<file path="src/rtl/imc_pkg.sv">
package imc_pkg;
  localparam int unsigned DW     = 8;
  localparam int unsigned AW     = 8;
  localparam int unsigned NUM_ST = 2;

  localparam logic [AW-1:0] A_ST1 = 8'h41;
  localparam logic [AW-1:0] A_MK1 = 8'h43;
  localparam logic [AW-1:0] A_RSV = 8'h45;
  localparam logic [AW-1:0] A_CLR = 8'h46;

  // bits that may ever be set, per status register
  localparam logic [NUM_ST-1:0][DW-1:0] ST_VALID = {8'hF3, 8'hFF};

  localparam int unsigned CLR_BIT  = DW - 1;
  localparam int unsigned INTR_BIT = 4;
  localparam int unsigned THRM_BIT = 5;
endpackage

</file>
<file path="src/rtl/imc_status_reg.sv">
module imc_status_reg #(
  parameter int unsigned   W     = 8,
  parameter logic [W-1:0]  VALID = '1
) (
  input  logic         clk_i,
  input  logic         rst_ni,
  input  logic [W-1:0] evt_i,
  input  logic         clr_i,
  output logic [W-1:0] st_o
);
  logic [W-1:0] st_q;

  // read-clear wins over the held value, a live event wins over the clear
  always_ff @(posedge clk_i or negedge rst_ni) begin
    if (!rst_ni) st_q <= '0;
    else         st_q <= ((clr_i ? '0 : st_q) | evt_i) & VALID;
  end

  assign st_o = st_q;

  a_r3_sticky: assert property (@(posedge clk_i) disable iff (!rst_ni)
    !clr_i |=> ((st_q & $past(st_q)) == $past(st_q)));
  a_r3_read_clears: assert property (@(posedge clk_i) disable iff (!rst_ni)
    (clr_i && evt_i == '0) |=> (st_q == '0));
  a_r4_reserved_zero: assert property (@(posedge clk_i) disable iff (!rst_ni)
    (st_q & ~VALID) == '0);
endmodule

</file>
<file path="src/rtl/imc_rw_reg.sv">
module imc_rw_reg #(
  parameter int unsigned W = 8
) (
  input  logic         clk_i,
  input  logic         rst_ni,
  input  logic         we_i,
  input  logic [W-1:0] d_i,
  output logic [W-1:0] q_o
);
  logic [W-1:0] q_q;

  always_ff @(posedge clk_i or negedge rst_ni) begin
    if (!rst_ni)   q_q <= '0;
    else if (we_i) q_q <= d_i;
  end

  assign q_o = q_q;

  a_r7_hold: assert property (@(posedge clk_i) disable iff (!rst_ni)
    !we_i |=> $stable(q_q));
endmodule

</file>
<file path="src/rtl/imc_intr_pulse.sv">
module imc_intr_pulse #(
  parameter int unsigned PULSE_CYC = 5_000_000
) (
  input  logic clk_i,
  input  logic rst_ni,
  input  logic start_i,
  output logic active_o,
  output logic pulse_no
);
  localparam int unsigned CW = $clog2(PULSE_CYC + 1);

  logic [CW-1:0] cnt_q;

  assign active_o = (cnt_q != '0);
  assign pulse_no = ~active_o;

  always_ff @(posedge clk_i or negedge rst_ni) begin
    if (!rst_ni)                   cnt_q <= '0;
    else if (start_i && !active_o) cnt_q <= CW'(PULSE_CYC);
    else if (active_o)             cnt_q <= cnt_q - 1'b1;
  end

  a_r8_start: assert property (@(posedge clk_i) disable iff (!rst_ni)
    (start_i && !active_o) |=> !pulse_no);
  a_r9_no_retrigger: assert property (@(posedge clk_i) disable iff (!rst_ni)
    (start_i && active_o) |=> (cnt_q == CW'($past(cnt_q) - 1'b1)));
  a_r8_idle_high: assert property (@(posedge clk_i) disable iff (!rst_ni)
    (!active_o && !start_i) |=> pulse_no);
endmodule

</file>
<file path="src/rtl/imc_top.sv">
module imc_top
  import imc_pkg::*;
#(
  parameter int unsigned PULSE_CYC = 5_000_000
) (
  input  logic          clk_i,
  input  logic          rst_ni,
  input  logic          reg_we_i,
  input  logic          reg_re_i,
  input  logic [AW-1:0] reg_addr_i,
  input  logic [DW-1:0] reg_wdata_i,
  output logic [DW-1:0] reg_rdata_o,
  input  logic [DW-1:0] lim_a_i,
  input  logic [DW-1:0] lim_b_i,
  input  logic          intr_i,
  input  logic          therm_ni,
  output logic          intr_pulse_no,
  output logic          irq_no
);
  logic [NUM_ST-1:0][DW-1:0] st, mk, evt;
  logic [DW-1:0]             rsv_q;
  logic [DW-2:0]             clr_lo_q;
  logic                      pulse_active;
  logic                      pulse_start;
  logic [3:0]                lim_b_unused;

  assign lim_b_unused = lim_b_i[5:2];

  always_comb begin
    evt[0]           = lim_a_i;
    evt[1]           = lim_b_i;
    evt[1][INTR_BIT] = intr_i & ~pulse_active; // own pulse must not flag
    evt[1][THRM_BIT] = ~therm_ni;
  end

  for (genvar g = 0; g < NUM_ST; g++) begin : g_reg
    localparam logic [AW-1:0] ST_A = A_ST1 + AW'(g);
    localparam logic [AW-1:0] MK_A = A_MK1 + AW'(g);

    imc_status_reg #(.W(DW), .VALID(ST_VALID[g])) u_st (
      .clk_i  (clk_i),
      .rst_ni (rst_ni),
      .evt_i  (evt[g]),
      .clr_i  (reg_re_i && (reg_addr_i == ST_A)),
      .st_o   (st[g])
    );

    imc_rw_reg #(.W(DW)) u_mk (
      .clk_i  (clk_i),
      .rst_ni (rst_ni),
      .we_i   (reg_we_i && (reg_addr_i == MK_A)),
      .d_i    (reg_wdata_i),
      .q_o    (mk[g])
    );
  end

  imc_rw_reg #(.W(DW)) u_rsv (
    .clk_i  (clk_i),
    .rst_ni (rst_ni),
    .we_i   (reg_we_i && (reg_addr_i == A_RSV)),
    .d_i    (reg_wdata_i),
    .q_o    (rsv_q)
  );

  imc_rw_reg #(.W(DW-1)) u_clr_lo (
    .clk_i  (clk_i),
    .rst_ni (rst_ni),
    .we_i   (reg_we_i && (reg_addr_i == A_CLR)),
    .d_i    (reg_wdata_i[DW-2:0]),
    .q_o    (clr_lo_q)
  );

  assign pulse_start = reg_we_i && (reg_addr_i == A_CLR) && reg_wdata_i[CLR_BIT];

  imc_intr_pulse #(.PULSE_CYC(PULSE_CYC)) u_pulse (
    .clk_i    (clk_i),
    .rst_ni   (rst_ni),
    .start_i  (pulse_start),
    .active_o (pulse_active),
    .pulse_no (intr_pulse_no)
  );

  always_comb begin
    logic [DW-1:0] pend;
    pend = '0;
    for (int i = 0; i < NUM_ST; i++) pend |= st[i] & ~mk[i];
    irq_no = ~|pend;
  end

  always_comb begin
    case (reg_addr_i)
      A_ST1:        reg_rdata_o = st[0];
      A_ST1 + 8'd1: reg_rdata_o = st[1];
      A_MK1:        reg_rdata_o = mk[0];
      A_MK1 + 8'd1: reg_rdata_o = mk[1];
      A_RSV:        reg_rdata_o = rsv_q;
      A_CLR:        reg_rdata_o = {pulse_active, clr_lo_q};
      default:      reg_rdata_o = '0;
    endcase
  end

  a_r6_all_masked: assert property (@(posedge clk_i) disable iff (!rst_ni)
    (mk[0] == '1 && mk[1] == '1) |-> irq_no);
  a_r6_none_set: assert property (@(posedge clk_i) disable iff (!rst_ni)
    (st[0] == '0 && st[1] == '0) |-> irq_no);
  a_r10_no_self_flag: assert property (@(posedge clk_i) disable iff (!rst_ni)
    (pulse_active && !st[1][INTR_BIT]) |=> !st[1][INTR_BIT]);
  a_r8_bit_tracks_pin: assert property (@(posedge clk_i) disable iff (!rst_ni)
    (reg_addr_i == A_CLR) |-> (reg_rdata_o[CLR_BIT] == !intr_pulse_no));
endmodule

</file>
<file path="config.mk">
export PLATFORM = sky130hd
export DESIGN_NAME = imc_top
export DESIGN_NICKNAME = d
export VERILOG_FILES = /design/src/rtl/imc_pkg.sv /design/src/rtl/imc_status_reg.sv /design/src/rtl/imc_rw_reg.sv /design/src/rtl/imc_intr_pulse.sv /design/src/rtl/imc_top.sv
export SDC_FILE = /design/constraint.sdc
export NUM_CORES = 1
export LEC_CHECK = 0
export BUFFER_PORTS_ARGS = -buffer_cell sky130_fd_sc_hd__buf_2
export CAP_MARGIN = 20
export CORE_MARGIN = 4
export CORE_UTILIZATION = 50
export CTS_CLUSTER_SIZE = 8
export DETAILED_ROUTE_END_ITERATION = 12
export GPL_TIMING_DRIVEN = 0
export PLACE_DENSITY = 0.82
export SLEW_MARGIN = 5
export SYNTH_ARGS = -nofsm -noshare
export SYNTH_HDL_FRONTEND = slang
export SYNTH_SLANG_ARGS = --single-unit
</file>
<file path="constraint.sdc">
create_clock -name clk_i -period 4.2 [get_ports clk_i]
set_input_delay 0.84 -clock clk_i [delete_from_list [all_inputs] [get_ports clk_i]]
set_output_delay 0.84 -clock clk_i [all_outputs]
set_load 0.005 [all_outputs]
</file>
# Word level (Yosys, flattened, before mapping)
# Index checks and enable logic that the tools add are counted.
# totals
regBits,68
input_bits,38
word_cells,42
# classes
add_sub_neg,1
eq_ne,6
mux,5
bitwise,10
n_reduce_logical,13
# op_table
op,count
"equality test 8 x 7 -> 1 bit, second input constant",6
case mux 8 bit (6 select lines),1
two-way mux 23 bit,2
OR 8 bit,3
nonzero test 23 bit,1
"subtractor 23 x 1 -> 23 bit, second input constant",1
bitwise AND 8 bit,2
two-way mux 8 bit,2
NOT 8 bit,2
logical AND 1 bit,8
OR reduction 8 bit,1
zero test 1 bit,2
NOT 1 bit,2
nonzero test 2 bit,1
bitwise AND 1 bit,1

# Depth between registers and ports, before layout
# Gate-level depths: netlist of run 1.
# depth
depth_word,5
depth_mapped,9
ltp_nobuf,7

# By module
# From an unflattened synthesis of run 1, not the netlist that was laid out.
# hier_totals
cells_unflattened,333
area_unflattened_um2,3712.3
# by_module_without_submodules
mod,n_inst,cells_each,area_each_um2
imc_intr_pulse,1,124,1242.4
imc_rw_reg (g_reg[0].u_mk ...),3,17,331.6
imc_top,1,110,701.9
imc_rw_reg (u_clr_lo),1,15,291.5
imc_status_reg (g_reg[0].u_st),1,17,264.0
imc_status_reg (g_reg[1].u_st),1,16,217.7

# Worst setup path after synthesis of run 1
# OpenSTA, ideal clock, no wires.
# synth_timing
path_kind,input -> output
startpoint,in reg_addr_i[5]
endpoint,out reg_rdata_o[3]
t_arrival_ns,2.206
path_slack_ns,1.154
path_stages,5
n_path_buf,0
path_cell_list,or4b_4 -> nor2_1 -> nand3b_1 -> o21ai_0 -> a31o_2
# synth_via
elab_chain_len,2
# synth_rtl
item,line_no,source
start: declaration,imc_top.sv:10,"input logic [AW-1:0] reg_addr_i,"
equality test 8 x 7 -> 1 bit,imc_top.sv:91,case (reg_addr_i)
case mux 8 bit (6 select lines) *,imc_top.sv:91,
end: declaration,imc_top.sv:12,"output logic [DW-1:0] reg_rdata_o,"
# Mark *: on every way between the ends. The rest lies on a longest branch, timed or not.

# Worst setup path after layout of run 1
# Same ends and word-level chain as after synthesis.

==> impl_metrics.yaml, run 1 <==
placement:
  portBuffers: 43
  place_congestion: 0.8932
  dp_hpwl_um: 5405
  pre_cts_slack_ns: 0.6328
  dpl_cell_area_mm2: 0.003659
floorplanning:
  ios: 48
  die_h_um: 89.79
  coreArea_mm2: 0.006422
  die_area_mm2: 0.008061
  rows: 29
  die_width_um: 89.79
  initial_core_util: 0.5207
pwr:
  p_sw_mw: 0.3049
  vdd_drop_max_mv: 0.2581
  power_frac_clock: 0.465
  power.density_mw_per_mm2: 363.0
  p_sw_frac: 0.2149
  p_leak_nw: 1.895
  combPwrFrac: 0.056
  p_int_mw: 1.114
  power_frac_seq: 0.479
worst_setup_path:
  worstSetupEndpointType: "output pin"
  required_ns: 3.36
  arrival_ns: 2.76
  worst_setup_path_start_kind: "primary input"
  critPathKind: "primary input to output pin"
  cp_max_fo: 8
detailed_routing:
  drc: 0
  ant_nets: 0
  first_pass_iters: 4
  drt-initial-drc-count: 153
  vias: 2571
  vias_per_cell: 5.897
  routed_wl_um: 7681
  wl_per_cell_um: 17.62
yosys:
  ys_types: 53
  yosys.area.top_type: "dfrtp_1"
  ys_ff_latch: 68
  avgSynthCellArea_um2: 11.15
  synth_top_area_share: 0.5088
  async_flop_share: 1.000
  syn_nets: 339
  yosys_warnings: 0
  synth.area.top_cells: "dfrtp_1 51%, mux2_2 11%, mux2i_1 3.0%, a21o_1 2.7%, nand2_1 2.6%"
  synth-main-ff-cell: "dfrtp_1"
  synth-edff-count: 0
  ys_seq_area_frac: 0.5088
  syn-cell-area_mm2: 0.003344
  synthCells: 300
cells_and_area:
  drive_gt1_frac: 0.2925
  fillCellCount: 529
  layout_common_cells: "68 x dfrtp_1, 43 x buf_2, 33 x mux2_2"
  final_nets: 393
  layout_commonest_cell: "dfrtp_1"
  final_cell_area_mm2: 0.003908
  synthToLayoutAreaGrowth_pct: 16.84
  n_antenna_cell: 0
global_routing:
  grt_usage: 0.1989
  grt_pass1_vias: 2693
  grt_start_max_net_pins: 69
  overflow: 0
  grt_pass1_wl_um: 12960
  grt_antenna_before_repair: 0
sta:
  max_slew.worst_pin.slew_ns: 0.8349
  worst_slack_ns: 0.5957
  timing.final.hold_violations: 0
  fin_setup_tns_ns: 0
  rsz0062_at_grt: "false"
  min_period_over_period: 0.8582
  fin_skew_ns: 0.009256
  drv_slew: 0
  max_clock_freq_ghz: 0.2775
  fin_crit_ns: 3.604
  finalSetupViolations: 0
  slew_headroom: 0.4434
clock_tree:
  cts_buffers: 9
  hold_buffers: 0
  cts_tree: "done"
  insertion_delay_ns: 0.34
  cts-root-buf: "clkbuf_8"
  clkTransAtPathRegs_ns: 0.07
  cts_sinks: 68
  htree_levels: 3
  cts_max_path_buffers: 2
  cts_setup_buffers: 0
  cts_resized: 0
outcome:
  status: "complete, no violations"
run:
  cap_violations: 0
hold_path:
  hold_path.class: "flop to flop"
==> worst paths after layout <==
path | from | endpoint | slack [ns] | depth (start not counted)
hold / removal | u_pulse.cnt_q[21] | u_pulse.cnt_q[21] | 0.47 | 1
min in group asynchronous | rst_ni | u_pulse.cnt_q[4] | 0.57 | 1
hold reg to reg | u_pulse.cnt_q[21] | u_pulse.cnt_q[21] | 0.47 | 1
setup reg to reg | u_pulse.cnt_q[7] | u_pulse.cnt_q[20] | 1.77 | 5
max in group asynchronous | rst_ni | g_reg[1].u_mk.q_o[7] | 3.05 | 1
setup / recovery | reg_addr_i[5] | reg_rdata_o[3] | 0.60 | 7
==> flip-flops by register name, summed over array words and instances, names as in the netlist <==
signal,count
u_rsv.q_o,8
u_pulse.cnt_q,23
g.u_mk.q_o,16
g.u_st.st_o,14
u_clr_lo.q_o,7
==> power by group through the flow <==
stage,Clock [mW],Combinational [mW],Sequential [mW]
after floorplan,0,0.0371,0.688
after global routing,0.700,0.0882,0.681
after detailed placement,0,0.0790,0.692
after global placement,0,0.0766,0.691
after CTS,0.675,0.0795,0.679
final,0.659,0.0792,0.680
==> through the flow <==
| step | cells | util | total power [mW] | hold WS [ns] |
|---|---|---|---|---|
| finish | 436 | 0.6084 | 1.419 | 0.4688 |
| global route | 436 | 0.6084 | 1.469 | 0.4887 |
| CTS | 436 | 0.6084 | 1.434 | 0.4716 |
| detailed placement | 420 | 0.5696 | 0.7710 | 0.4613 |
| global placement | 420 | 0.5693 | 0.7676 | 0.4591 |
| floorplan | 300 | - | 0.7256 | 0.4429 |
==> worst max-delay path, cell delays in order <==
cell	delay, ns
buf_2	0.10
or4b_4	0.56
nor2_1	0.38
nand3b_1	0.37
o21ai_0	0.26
a31o_2	0.14
buf_2	0.11
==> area by class of cell <==
class	instances	area, um2	area share
Sequential cell	68	1702	0.4355
Multi-Input combinational cell	208	1544	0.3951
Timing Repair Buffer	43	217.7	0.05572
Clock buffer	10	137.6	0.03522
Clock inverter	6	111.4	0.02850
Tap cell	77	96.34	0.02466
Inverter	17	63.81	0.01633
Buffer	7	35.03	0.008966
==> Yosys cell counts, types with 5 or more instances <==
cell     instances
a21o_1          12
a21oi_1          5
nor2_1          15
nand4_1          5
xor2_1           7
mux2_2          33
nand3_1          9
dfrtp_1         68
nor4_1           7
o21ai_0         16
nor2b_1          6
nand2_1         23
xnor2_1          5
mux2i_1         10
inv_1           17
==> layer usage <==
| layer | part of all wire | GRT usage |
|---|---|---|
| met1 | 0.42 | 0.2445 |
| met2 | 0.50 | 0.3377 |
| met3 | 0.056 | 0.05760 |
| met4 | 0.022 | 0.06513 |
| met5 | 0 | 0 |
==> logic make-up after synthesis <==
group,Yosys count,share of synthesized area
flip-flops,68,0.5088
buffers and inverters,24,0.02955
adder cells (fa/ha/maj),1,0.003741
XOR/XNOR,12,0.03143
AND/OR/NAND/NOR,92,0.1586
multiplexers,43,0.1410
AO/OA/AOI/OAI,60,0.1268
No activity file was read; power rests on OpenSTA's default activity.
==> run 2, diff against run 1 <==
- CELL_PAD_IN_SITES_DETAIL_PLACEMENT: default -> 1
- CELL_PAD_IN_SITES_GLOBAL_PLACEMENT: default -> 1
- CORE_UTILIZATION: 50 -> 48
- GPL_TIMING_DRIVEN: 0 -> default
- PLACE_DENSITY: 0.82 -> 0.95
==> impl_metrics.yaml, run 2 (same netlist as run 1, synthesis figures left out) <==
worst_setup_path:
  worst_setup_path_start_kind: "primary input"
  crit_start: "reg_addr_i[5]"
  r2r_end: "u_pulse.cnt_q[10]"
  worstSetupEndpointType: "output pin"
  worstSetupEndpoint: "reg_rdata_o[3]"
  arrival_ns: 2.74
  critPathKind: "primary input to output pin"
  cp_max_fo: 7
  required_ns: 3.36
  reg2reg_slack_ns: 1.77
  worst-r2r-cell-count: 6
  r2r-start: "u_pulse.cnt_q[19]"
pwr:
  power.density_mw_per_mm2: 354.4
  report.power.total_mw: 1.379
  p_leak_nw: 1.881
  vdd_drop_max_mv: 0.2174
detailed_routing:
  vias_per_cell: 5.878
  drc: 0
  wl_per_cell_um: 20.76
  vias: 2651
  ant_nets: 0
  first_pass_iters: 4
  drt-initial-drc-count: 62
  routed_wl_um: 9363
floorplanning:
  die_h_um: 91.47
  die_width_um: 91.47
  rows: 30
  initial_core_util: 0.4923
  die_area_mm2: 0.008367
  ios: 48
  coreArea_mm2: 0.006794
sta:
  worst_slack_ns: 0.6184
  fin_setup_tns_ns: 0
  whs_ns: 0.4787
  slew_headroom: 0.3669
  drv_slew: 0
  finalSetupViolations: 0
  max_clock_freq_ghz: 0.2792
  fin_skew_ns: 0.005181
  max_slew.worst_pin.slew_ns: 0.9497
  fin_crit_ns: 3.582
  timing.final.hold_violations: 0
  rsz0062_at_grt: "false"
  min_period_over_period: 0.8528
cells_and_area:
  final_cells: 451
  multi_input_area_mm2: 0.001544
  regMostFlops: "u_pulse.cnt_q"
  post-route-util: 0.5727
  final_nets: 389
  layout.area.seq_mm2: 0.001702
  fillCellCount: 745
  final_cell_area_mm2: 0.003891
  drive_gt1_frac: 0.2958
  n_antenna_cell: 0
  layout_commonest_cell: "dfrtp_1"
  synthToLayoutAreaGrowth_pct: 16.35
  layout_common_cells: "68 x dfrtp_1, 43 x buf_2, 33 x mux2_2"
  largest_reg_flops: 23
global_routing:
  grt_pass1_wl_um: 15530
  grt_usage: 0.2397
  grt_antenna_before_repair: 0
  grt_start_max_net_pins: 42
  overflow: 0
  grt_pass1_vias: 2927
clock_tree:
  cts_setup_buffers: 0
  htree_levels: 3
  cts_resized: 0
  cts-root-buf: "clkbuf_8"
  clkTransAtPathRegs_ns: 0.08
  insertion_delay_ns: 0.35
  cts_tree: "done"
  cts_sinks: 68
  cts_max_path_buffers: 2
  cts_buffers: 9
  hold_buffers: 0
placement:
  dp_cells: 435
  place_congestion: 0.8482
  pre_cts_slack_ns: 0.7455
  dpl_cell_area_mm2: 0.003667
  dp_hpwl_um: 6348
  portBuffers: 43
outcome:
  status: "complete, no violations"
hold_path:
  hold_path.class: "flop to flop"
run:
  cap_violations: 0
-- run 2: cell count changes in the layout (fill, tap and decap cells not counted), sizes merged --
cell | previous run | this run
clkbuf | 14 | 10
inv | 17 | 18
bufinv | 3 | 2
-- run 2: power by group --
part           leakage (nW)  switching (mW)  internal [mW]  total, mW
clock network         0.113           0.265          0.350      0.615
registers             0.852          0.0109          0.669      0.680
logic                 0.917          0.0500         0.0338     0.0838
-- run 2: layer usage --
layer / GRT usage / wire length (um)
met5: 0 / 0
met4: 0.1068 / 243
met3: 0.04143 / 294
met2: 0.4090 / 4884
met1: 0.2959 / 3941
-- run 2: layout make-up --
class                   instances  area share
clock inverters                 6     0.02219
inverters                      17     0.01640
repair buffers                 46     0.06109
multi-input cells             208      0.3968
well taps                      96     0.03087
clock buffers                  10     0.03537
flip-flops and latches         68      0.4373
-- run 2: how the worst min path moves through the flow --
stage | start | to | slack [ns] | cells past startpoint
finish | u_pulse.cnt_q[13] | u_pulse.cnt_q[13] | 0.48 | 1
global route | u_pulse.cnt_q[7] | u_pulse.cnt_q[7] | 0.50 | 1
CTS | u_pulse.cnt_q[13] | u_pulse.cnt_q[13] | 0.48 | 1
detailed placement | u_pulse.cnt_q[13] | u_pulse.cnt_q[13] | 0.47 | 1
global placement | u_pulse.cnt_q[7] | u_pulse.cnt_q[7] | 0.46 | 1
floorplan | u_pulse.cnt_q[21] | u_pulse.cnt_q[21] | 0.44 | 1
-- run 2: critical path, cell delays in order --
cell and delay (ns):
buf_2 0.09, or4b_4 0.57, nor2_1 0.28, nand3b_1 0.35
o21ai_0 0.32, a31o_2 0.17, buf_2 0.12
==> run 3, diff against run 2 <==
--- a/constraint.sdc
+++ b/constraint.sdc
@@ -3,2 +3,2 @@
 set_output_delay 0.84 -clock clk_i [all_outputs]
-set_load 0.005 [all_outputs]
+set_load 0.1 [all_outputs]
==> impl_metrics.yaml, run 3 (same netlist as run 1, synthesis figures left out) <==
outcome:
  status: "complete, no violations"
sta:
  max_clock_freq_ghz: 0.2719
  slew_headroom: 0.4087
  fin_skew_ns: 0.004077
  drv_slew: 0
  fin_crit_ns: 3.678
  finalSetupViolations: 0
  min_period_over_period: 0.8758
  timing.final.hold_violations: 0
  max_slew.worst_pin.slew_ns: 0.8869
  rsz0062_at_grt: "false"
cells_and_area:
  layout_commonest_cell: "dfrtp_1"
  synthToLayoutAreaGrowth_pct: 17.25
  regMostFlops: "u_pulse.cnt_q"
  largest_reg_flops: 23
  multi_input_area_mm2: 0.001550
  final_nets: 392
  drive_gt1_frac: 0.3045
  fillCellCount: 734
  layout.area.seq_mm2: 0.001702
  final_cells: 454
  layout_common_cells: "68 x dfrtp_1, 42 x buf_2, 33 x mux2_2"
  final_cell_area_mm2: 0.003921
  n_antenna_cell: 0
clock_tree:
  cts_buffers: 9
  insertion_delay_ns: 0.35
  cts_tree: "done"
  cts_resized: 0
  clkTransAtPathRegs_ns: 0.08
  cts_max_path_buffers: 2
  htree_levels: 3
  hold_buffers: 0
  cts_setup_buffers: 0
  cts_sinks: 68
  cts-root-buf: "clkbuf_8"
detailed_routing:
  vias_per_cell: 5.789
  routed_wl_um: 9080
  wl_per_cell_um: 20.00
  drc: 0
  first_pass_iters: 4
  vias: 2628
  drt-initial-drc-count: 140
  ant_nets: 0
worst_setup_path:
  required_ns: 3.36
  arrival_ns: 2.84
  cp_max_fo: 7
  worst_setup_path_start_kind: "primary input"
  worstSetupEndpointType: "output pin"
  critPathKind: "primary input to output pin"
placement:
  dp_cells: 438
  dpl_cell_area_mm2: 0.003711
  dp_hpwl_um: 6535
  portBuffers: 43
  place_congestion: 0.8360
global_routing:
  grt_antenna_before_repair: 0
  grt_start_max_net_pins: 40
  grt_pass1_wl_um: 14960
  grt_usage: 0.2302
  overflow: 0
  grt_pass1_vias: 2906
pwr:
  power.density_mw_per_mm2: 342.0
  power_frac_clock: 0.430
  p_sw_mw: 0.3306
  vdd_drop_max_mv: 0.2833
  power_frac_seq: 0.507
  p_leak_nw: 1.889
  p_sw_frac: 0.2465
  combPwrFrac: 0.064
  p_int_mw: 1.011
floorplanning:
  initial_core_util: 0.4923
  die_area_mm2: 0.008367
  coreArea_mm2: 0.006794
  rows: 30
  die_width_um: 91.47
  ios: 48
  die_h_um: 91.47
hold_path:
  hold_path.class: "flop to flop"
run:
  cap_violations: 0
## run 3: layout make-up
class                      instances  area share
multi-input combinational        208      0.3953
timing repair buffer              49     0.07020
clock inverter                     5     0.01500
inverter                          17     0.01627
tap                               96     0.03063
clock buffer                      11     0.03861
sequential                        68      0.4339
## run 3: worst paths after layout
path	from	to	slack, ns	cells past startpoint
min	u_pulse.cnt_q[7]	u_pulse.cnt_q[7]	0.48	1
min in group asynchronous	rst_ni	u_pulse.cnt_q[6]	0.60	1
max	reg_addr_i[5]	reg_rdata_o[5]	0.52	7
max reg2reg	u_pulse.cnt_q[19]	u_pulse.cnt_q[0]	1.81	5
min reg2reg	u_pulse.cnt_q[7]	u_pulse.cnt_q[7]	0.48	1
max in group asynchronous	rst_ni	u_rsv.q_o[2]	2.66	2
## run 3: power by group through the flow
stage,Clock (mW),Sequential (mW),Combinational (mW)
after floorplan,0,0.688,0.0408
after global placement,0,0.691,0.0815
after detailed placement,0,0.692,0.0851
after CTS,0.586,0.680,0.0863
after global routing,0.614,0.681,0.0941
final,0.576,0.680,0.0853
## run 3: critical path, stage by stage
cell and delay [ns]:
buf_2 0.10, or4b_4 0.57, nor2_1 0.16, nand3b_1 0.30, o22a_1 0.27, o21ai_0 0.11, buf_2 0.48
## run 3: per-stage QoR
stage                       util  setup WS, ns  hold slack [ns]  setup TNS [ns]  power, mW
after global placement    0.5462        0.6291           0.4561               0     0.7725
after detailed placement  0.5462        0.5305           0.4630               0     0.7775
final                     0.5772        0.5218           0.4761               0      1.341
after floorplan                -       -0.4407           0.4429         -0.9422     0.7292
after global routing      0.5772        0.2975           0.4919               0      1.390
after CTS                 0.5772        0.5128           0.4771               0      1.352
## run 3: per-layer routing
metal | up-vias | share of wire | wire length [um] | GRT usage
met1 | 1337 | 0.41 | 3761 | 0.2716
met5 | - | 0 | 0 | 0
met4 | 0 | 0.018 | 167 | 0.07161
met3 | 15 | 0.040 | 363 | 0.05468
li1 | 1210 | - | - | -
met2 | 66 | 0.53 | 4786 | 0.4108
